<file path="src/rtl/mbus_pkg.sv">
package mbus_pkg;
    localparam int BUS_W  = 64;
    localparam int PA_W   = 40;
    localparam int VIDX_W = 10;
    localparam int TYPE_W = 4;
    localparam int MID_W  = 3;
    localparam int TID_W  = 5;
    localparam int SIZE_W = 2;
    localparam int CNT_W  = 4;

    typedef enum logic [SIZE_W-1:0] {
        LS_16   = 2'b00,
        LS_32   = 2'b01,
        LS_64   = 2'b10,
        LS_RSVD = 2'b11
    } line_size_e;

    typedef enum logic {
        BEAT_ADDR = 1'b0,
        BEAT_DATA = 1'b1
    } beat_kind_e;

    typedef struct packed {
        line_size_e          size;
        logic [TID_W-1:0]    tid;
        logic [MID_W-1:0]    mid;
        logic [TYPE_W-1:0]   ttype;
        logic [VIDX_W-1:0]   vidx;
        logic [PA_W-1:0]     addr;
    } addr_beat_t;

    function automatic logic [CNT_W-1:0] data_beats(line_size_e s);
        case (s)
            LS_16:   return CNT_W'(2);
            LS_32:   return CNT_W'(4);
            LS_64:   return CNT_W'(8);
            default: return '0;
        endcase
    endfunction

    function automatic logic size_ok(line_size_e s);
        return s != LS_RSVD;
    endfunction
endpackage

</file>
<file path="src/rtl/mbus_beat_fmt.sv">
module mbus_beat_fmt
    import mbus_pkg::*;
#(
    parameter logic [MID_W-1:0] MASTER_ID = '0
) (
    input  line_size_e          size,
    input  logic [TID_W-1:0]    tid,
    input  logic [TYPE_W-1:0]   ttype,
    input  logic [VIDX_W-1:0]   vidx,
    input  logic [PA_W-1:0]     addr,
    output addr_beat_t          beat
);
    always_comb begin
        beat.size  = size;
        beat.tid   = tid;
        beat.mid   = MASTER_ID;
        beat.ttype = ttype;
        beat.vidx  = vidx;
        beat.addr  = addr;
    end
endmodule

</file>
<file path="src/rtl/mbus_burst_ctl.sv">
module mbus_burst_ctl
    import mbus_pkg::*;
(
    input  logic       clk,
    input  logic       rst,
    input  logic       start,
    input  line_size_e size,
    output logic       busy
);
    logic [CNT_W-1:0] cnt_q;

    always_ff @(posedge clk) begin
        if (rst) begin
            cnt_q <= '0;
        end else if (start) begin
            cnt_q <= data_beats(size);
        end else if (cnt_q != '0) begin
            cnt_q <= cnt_q - CNT_W'(1);
        end
    end

    assign busy = (cnt_q != '0);

    // a new burst never starts over a running one
    a_r7_no_restart: assert property (@(posedge clk) disable iff (rst)
        start |-> !busy);

    // a burst begins with a legal beat count
    a_r4_burst_len: assert property (@(posedge clk) disable iff (rst)
        $rose(busy) |-> (cnt_q == CNT_W'(2) || cnt_q == CNT_W'(4) || cnt_q == CNT_W'(8)));
endmodule

</file>
<file path="src/rtl/mbus_issuer.sv">
module mbus_issuer
    import mbus_pkg::*;
#(
    parameter logic [MID_W-1:0] MASTER_ID = 3'd5
) (
    input  logic              clk,
    input  logic              rst,
    input  logic              req_valid,
    output logic              req_ready,
    input  logic              req_write,
    input  logic [TYPE_W-1:0] req_type,
    input  logic [PA_W-1:0]   req_addr,
    input  logic [VIDX_W-1:0] req_vidx,
    input  logic [SIZE_W-1:0] req_size,
    input  logic [TID_W-1:0]  req_tid,
    input  logic [BUS_W-1:0]  wdata,
    output logic              wdata_take,
    input  logic              grant,
    input  logic              permit,
    output logic              bus_valid,
    output logic              bus_kind,
    output logic [BUS_W-1:0]  bus_data,
    output logic              req_reject
);
    line_size_e size_in;
    addr_beat_t abeat;
    logic       busy, accept, good, start;
    beat_kind_e kind_q;

    assign size_in = line_size_e'(req_size);

    mbus_beat_fmt #(.MASTER_ID(MASTER_ID)) u_fmt (
        .size  (size_in),
        .tid   (req_tid),
        .ttype (req_type),
        .vidx  (req_vidx),
        .addr  (req_addr),
        .beat  (abeat)
    );

    mbus_burst_ctl u_burst (
        .clk   (clk),
        .rst   (rst),
        .start (start),
        .size  (size_in),
        .busy  (busy)
    );

    assign req_ready  = !busy && grant && permit;
    assign accept     = req_valid && req_ready;
    assign good       = accept && size_ok(size_in);
    assign start      = good && req_write;
    assign wdata_take = busy;

    always_ff @(posedge clk) begin
        if (rst) begin
            bus_valid  <= 1'b0;
            kind_q     <= BEAT_ADDR;
            bus_data   <= '0;
            req_reject <= 1'b0;
        end else begin
            req_reject <= accept && !size_ok(size_in);
            if (good) begin
                bus_valid <= 1'b1;
                kind_q    <= BEAT_ADDR;
                bus_data  <= abeat;
            end else if (busy) begin
                bus_valid <= 1'b1;
                kind_q    <= BEAT_DATA;
                bus_data  <= wdata;
            end else begin
                bus_valid <= 1'b0;
                kind_q    <= BEAT_ADDR;
                bus_data  <= '0;
            end
        end
    end

    assign bus_kind = kind_q;

    // an address beat only follows a cycle with grant and permit
    a_r9_gated_issue: assert property (@(posedge clk) disable iff (rst)
        (bus_valid && !bus_kind) |-> $past(grant && permit && req_valid));

    // no request accepted while write data is being consumed
    a_r7_hold_off: assert property (@(posedge clk) disable iff (rst)
        wdata_take |-> !req_ready);

    // every consumed doubleword appears as a data beat next cycle
    a_r4_no_gap: assert property (@(posedge clk) disable iff (rst)
        wdata_take |=> (bus_valid && bus_kind));

    // reserved size gives a reject pulse and an idle bus
    a_r6_reject: assert property (@(posedge clk) disable iff (rst)
        (accept && req_size == 2'b11) |=> (req_reject && !bus_valid));

    // a read leaves no data phase behind
    a_r5_read_only: assert property (@(posedge clk) disable iff (rst)
        (accept && !req_write && req_size != 2'b11) |=> (bus_valid && !bus_kind && !wdata_take));

    // idle bus carries zeros
    a_r10_idle_zero: assert property (@(posedge clk) disable iff (rst)
        !bus_valid |-> (bus_data == '0));
endmodule

</file>
<file path="config.mk">
export PLATFORM = sky130hd
export DESIGN_NAME = mbus_issuer
export DESIGN_NICKNAME = d
export VERILOG_FILES = /design/src/rtl/mbus_pkg.sv /design/src/rtl/mbus_beat_fmt.sv /design/src/rtl/mbus_burst_ctl.sv /design/src/rtl/mbus_issuer.sv
export SDC_FILE = /design/constraint.sdc
export NUM_CORES = 1
export LEC_CHECK = 0
export CAP_MARGIN = 15
export CORE_MARGIN = 1.5
export CORE_UTILIZATION = 40
export CTS_CLUSTER_DIAMETER = 100
export DETAILED_ROUTE_END_ITERATION = 10
export HOLD_SLACK_MARGIN = 0.03
export PLACE_DENSITY = 0.9
export REMOVE_ABC_BUFFERS = 1
export SLEW_MARGIN = 10
export SYNTH_ARGS = -nofsm -noshare
export SYNTH_HDL_FRONTEND = slang
export SYNTH_HIERARCHICAL = 1
export SYNTH_SLANG_ARGS = --single-unit
</file>
<file path="constraint.sdc">
create_clock -name clk -period 2.6 [get_ports clk]
set_input_delay 0.52 -clock clk [delete_from_list [all_inputs] [get_ports clk]]
set_output_delay 0.52 -clock clk [all_outputs]
set_load 0.03 [all_outputs]
</file>
== Word level (Yosys, flattened, before mapping) ==
Index checks and enable logic that the tools add are counted.
Storage, ports and cells
  output and inout port bits: 69
  memory bits (writable): 0
  register bits after elaboration: 71
  input bits: 131
  memories: 0
  latch bits: 0
  logic and storage cells: 31
  ROM bits: 0
Cells by class
  divide/modulo/power cells: 0
  add/sub/neg operators: 1
  mux-type cells: 7
  multiply operators: 0
  equal/unequal tests: 3
  order comparisons: 0
  reductions and logical operators: 13
  shift operators: 0
  bitwise logic cells: 1
Operators with widths (number)
  $mux 64: 2
  $pmux 4 s3: 1
  $mux 4: 2
  $logic_and 1x1->1: 6
  $reduce_bool 4->1: 1
  $sub 4x1->4 const B: 1
  $reduce_or 3->1: 1
  $eq 2x1->1 const B: 1
  $eq 2x2->1 const B: 1
  $logic_not 1->1: 2
  $logic_not 2->1: 1
  $mux 1: 2
  $ne 2x2->1 const B: 1
  $reduce_bool 2->1: 1
  $reduce_or 2->1: 1
  $not 1->1: 1

== Depth between registers and ports, before layout ==
  depth after elaboration: 8
  mapped depth: 10

== Modules after synthesis ==
The synthesis kept the hierarchy.
Modules (own cells, without submodules)
  mbus_issuer: instances 1, area an instance 3110.5 sq um, sequential area each 1341.3 sq um, cells each 304
  mbus_beat_fmt: instances 1, area an instance 488.0 sq um, sequential area each 0.0 sq um, cells each 66
  mbus_burst_ctl: instances 1, area an instance 240.2 sq um, sequential area each 80.1 sq um, cells each 27

== Worst setup path after synthesis ==
OpenSTA, ideal clock, no wires.
  kind: flip-flop to output port
  from: register u_burst.cnt_q[0]
  to: output req_ready
  data arrival time: 1812 ps
  slack: 268 ps
  cell stages (with the launch flop): 8
  cells stage by stage: dfxtp_1 > inv_1 > ha_1 > or3b_1 > buf_6 > buf_2 > buf_1 > nor2_1
Between the ends
  word-level cells in the longest chain between the ends: 4
RTL lines
  from (decl): line mbus_burst_ctl.sv:10  | logic [CNT_W-1:0] cnt_q;
  from (signal assigned): line mbus_burst_ctl.sv:16  | cnt_q <= data_beats(size);
  from (signal assigned): line mbus_burst_ctl.sv:18  | cnt_q <= cnt_q - CNT_W'(1);
  $reduce_bool 4->1: line mbus_burst_ctl.sv:22  | assign busy = (cnt_q != '0);
  via wdata_take: line mbus_issuer.sv:17  | output logic wdata_take,
  $logic_not 1->1: line mbus_issuer.sv:49  | assign req_ready = !busy && grant && permit;
  $logic_and 1x1->1 (2 in series): line mbus_issuer.sv:49
  to (decl): line mbus_issuer.sv:9  | output logic req_ready,
The timed path passes the listed nets, and every way through them passes these cells.

== Final worst setup path ==
  from: register u_burst.cnt_q[1]
  to: output req_ready
Between the ends
  word-level cells in the longest chain between the ends: 4
RTL lines (line)
  $reduce_bool 4->1: mbus_burst_ctl.sv:22
  $logic_not 1->1: mbus_issuer.sv:49
  $logic_and 1x1->1 (2 in series): mbus_issuer.sv:49
Every way passes these cells.

==> metrics.txt <==
top cells by count, synth dfxtp_1 (71), buf_4 (68), nand2_1 (66), nand2b_1 (65), o32ai_2 (37); Max Fanout on Critical Path 30; Startpoint Class register; H-tree lvl count 3; final hold slack 562 ps; die span in x 101 microns; Synth cell types 31; Fin. Hold Viols 0; boundary pin count 200; slew of the pin with the lowest slew margin 532 ps; max cap viols 0; Cell Count Post-Placement 632; Mapped Avg Cell Area 9.67 sq um; CTS tree done; reg2reg setup slack 220 ps; synthesized area 0.00384 sq mm; Finished Layout Cells 648; vias in the first global route 3,177; DRC errors left 0; antenna cells 0; Total GRT Usage 18.7%; nets 647; Hold Path Class register to register; post-route ant nets 0; WP data arrival 1950 ps; worst vdd ir 496 uV; Gate Count Post-Synth 397; Routed WL 9760 microns; share of layout cells above drive strength 1 12.7%; register area share after synthesis 37.0%; P_leak 2.04 nW; cell taking the most area after synthesis dfxtp_1; Post-synth EDFFs 0; global-route wire length before repair 15,000 microns; top cells by area, synth dfxtp_1 (37%), o32ai_2 (16%), buf_4 (13%), nand2b_1 (11%), nand2_1 (6.5%); outcome finished, final reports clean; port bufs 199; Post-Route Skew 7.75 ps; Num CTS Buffers 9; post-CTS sizing 0; drt pass-1 iters 4; layout overhead on the synthesized area 44.7%; #FFs+latches synth 71; Worst-Skew Late Latency 340 ps; die span in y 101 microns; critical path type register to primary output; max_slew headroom 64.5%; initial antenna violation count 0; # Post-CTS Setup Buffers 0; share of the synthesized area in the top cell type 37.0%; ys async rst share 0%; worst-case clock buffer depth 2; Hold Buf Count CTS 0; total number of vias 3,120; # fillers 802; Pwr Density 838 mW/mm^2; placed wire-length estimate 6920 microns; Placement Rows 35; DIE AREA 0.0102 sq mm; unrepaired setup endpoints after global routing no; 1st-iter DRT viols 50; max-slew violations 0; vias per cell 4.81; RePlAce Congestion 0.721; routed len/inst 15.1 microns; GR Overflow Total 0; count leader, synth dfxtp_1; Tcrit/Tclk final 94.9%; Sink Count 71; Critical Path RT 2080 ps; Root Driver clkbuf_8; sequential standard cell area 0.00142 sq mm; top_reg_cell synth dfxtp_1; Core Area 0.00928 sq mm; Initial Utilization 41.3%; final setup fails 0; largest net degree at the start of global routing 70; post-route minimum period 2470 ps; crit end category primary output; YS warnings 6; multi-input logic area 0.00169 sq mm; FMAX 0.405 GHz; Reg clk slew, reported paths 70 ps
[cells by family (layout without fill, tap and decap cells)]
logic type,after synthesis,count (layout),synth area share (%)
buffers and inverters,106,227,19.0
AOI/OAI and AO/OA,68,68,22.6
adders and majority gates,2,2,0.652
other,2,3,0.196
muxes,1,1,0.261
xor gates and xnor gates,2,2,0.456
DFF,71,71,37.0
and+or+nand+nor,145,145,19.8
[registers in the layout (all words and copies together) (netlist names)]
name and flops:
bus_data 64, bus_valid 1, u_burst/cnt_q 4, req_reject 1
bus_kind 1
[cells in the final DEF (no fill, tap or decap)]
cell type        instances
a21o_1                   1
a21oi_1                  1
a221oi_1                 1
and2_4                   1
and3b_1                  1
buf_12                   3
buf_4                    7
clkbuf_8                11
clkdlybuf4s50_1        196
clkinv_2                 2
clkinvlp_4               3
conb_1                   3
dfxtp_1                 71
ha_1                     2
inv_1                    5
mux2i_1                  1
nand2_1                 66
nand2b_1                65
nand3_1                  1
nand3b_1                 2
nand4b_4                 1
nor2_1                   3
nor3_1                   1
nor3b_1                  2
nor4_1                   1
o31ai_1                  1
o32ai_1                 27
o32ai_2                 37
or3b_2                   1
xnor2_1                  1
xor2_1                   1
[critical path, stage by stage, from the launching register on]
cell,delay [ps]
dfxtp_1,320
inv_1,100
ha_1,150
or3b_2,490
buf_4,260
nor2_1,130
buf_4,160
[per-layer routing]
| metal | wire [microns] | vias up | GRT usage (%) |
|---|---|---|---|
| met4 | 154 | 0 | 6.73 |
| met5 | 0 | - | 0 |
| met2 | 4910 | 130 | 33.6 |
| met3 | 949 | 16 | 7.07 |
| met1 | 3750 | 1442 | 20.1 |
| li1 | - | 1532 | - |
[final cells by class]
type | count | area share (%)
clock buffers | 11 | 2.73
flip-flops and latches | 71 | 25.6
multi-input cells | 221 | 30.5
clock inverters | 5 | 0.586
well taps | 129 | 2.91
inverters | 5 | 0.338
repair buffers | 206 | 37.4
[where the power goes]
group          leakage, nW  switching [mW]  total, mW  internal (mW)
Sequential           0.586          0.0803       1.44           1.36
Clock               0.0873           0.432      0.827          0.395
Combinational         1.37            1.34       2.39           1.05
[through the flow]
step	TNS (ps)	power, mW	utilization [%]	area (sq um)	setup WS (ps)
after floorplan	-44890	2.91	-	3130	-1160
after global placement	0	3.81	57.8	5370	448
after detailed placement	0	3.87	57.8	5370	293
after CTS	0	4.71	59.8	5550	106
after global routing	0	4.94	59.8	5550	5.15
final	0	4.65	59.8	5550	134
[final timing paths]
check / endpoint / depth (start not counted) / start
max: req_ready / 6 / u_burst/cnt_q[1]$_SDFFE_PP0P_
min: u_burst/cnt_q[0]$_SDFFE_PP0P_ / 2 / u_burst/cnt_q[0]$_SDFFE_PP0P_
max reg2reg: u_burst/cnt_q[1]$_SDFFE_PP0P_ / 8 / u_burst/cnt_q[1]$_SDFFE_PP0P_
min reg2reg: u_burst/cnt_q[0]$_SDFFE_PP0P_ / 2 / u_burst/cnt_q[0]$_SDFFE_PP0P_
No activity file was read; power rests on OpenSTA's default activity.
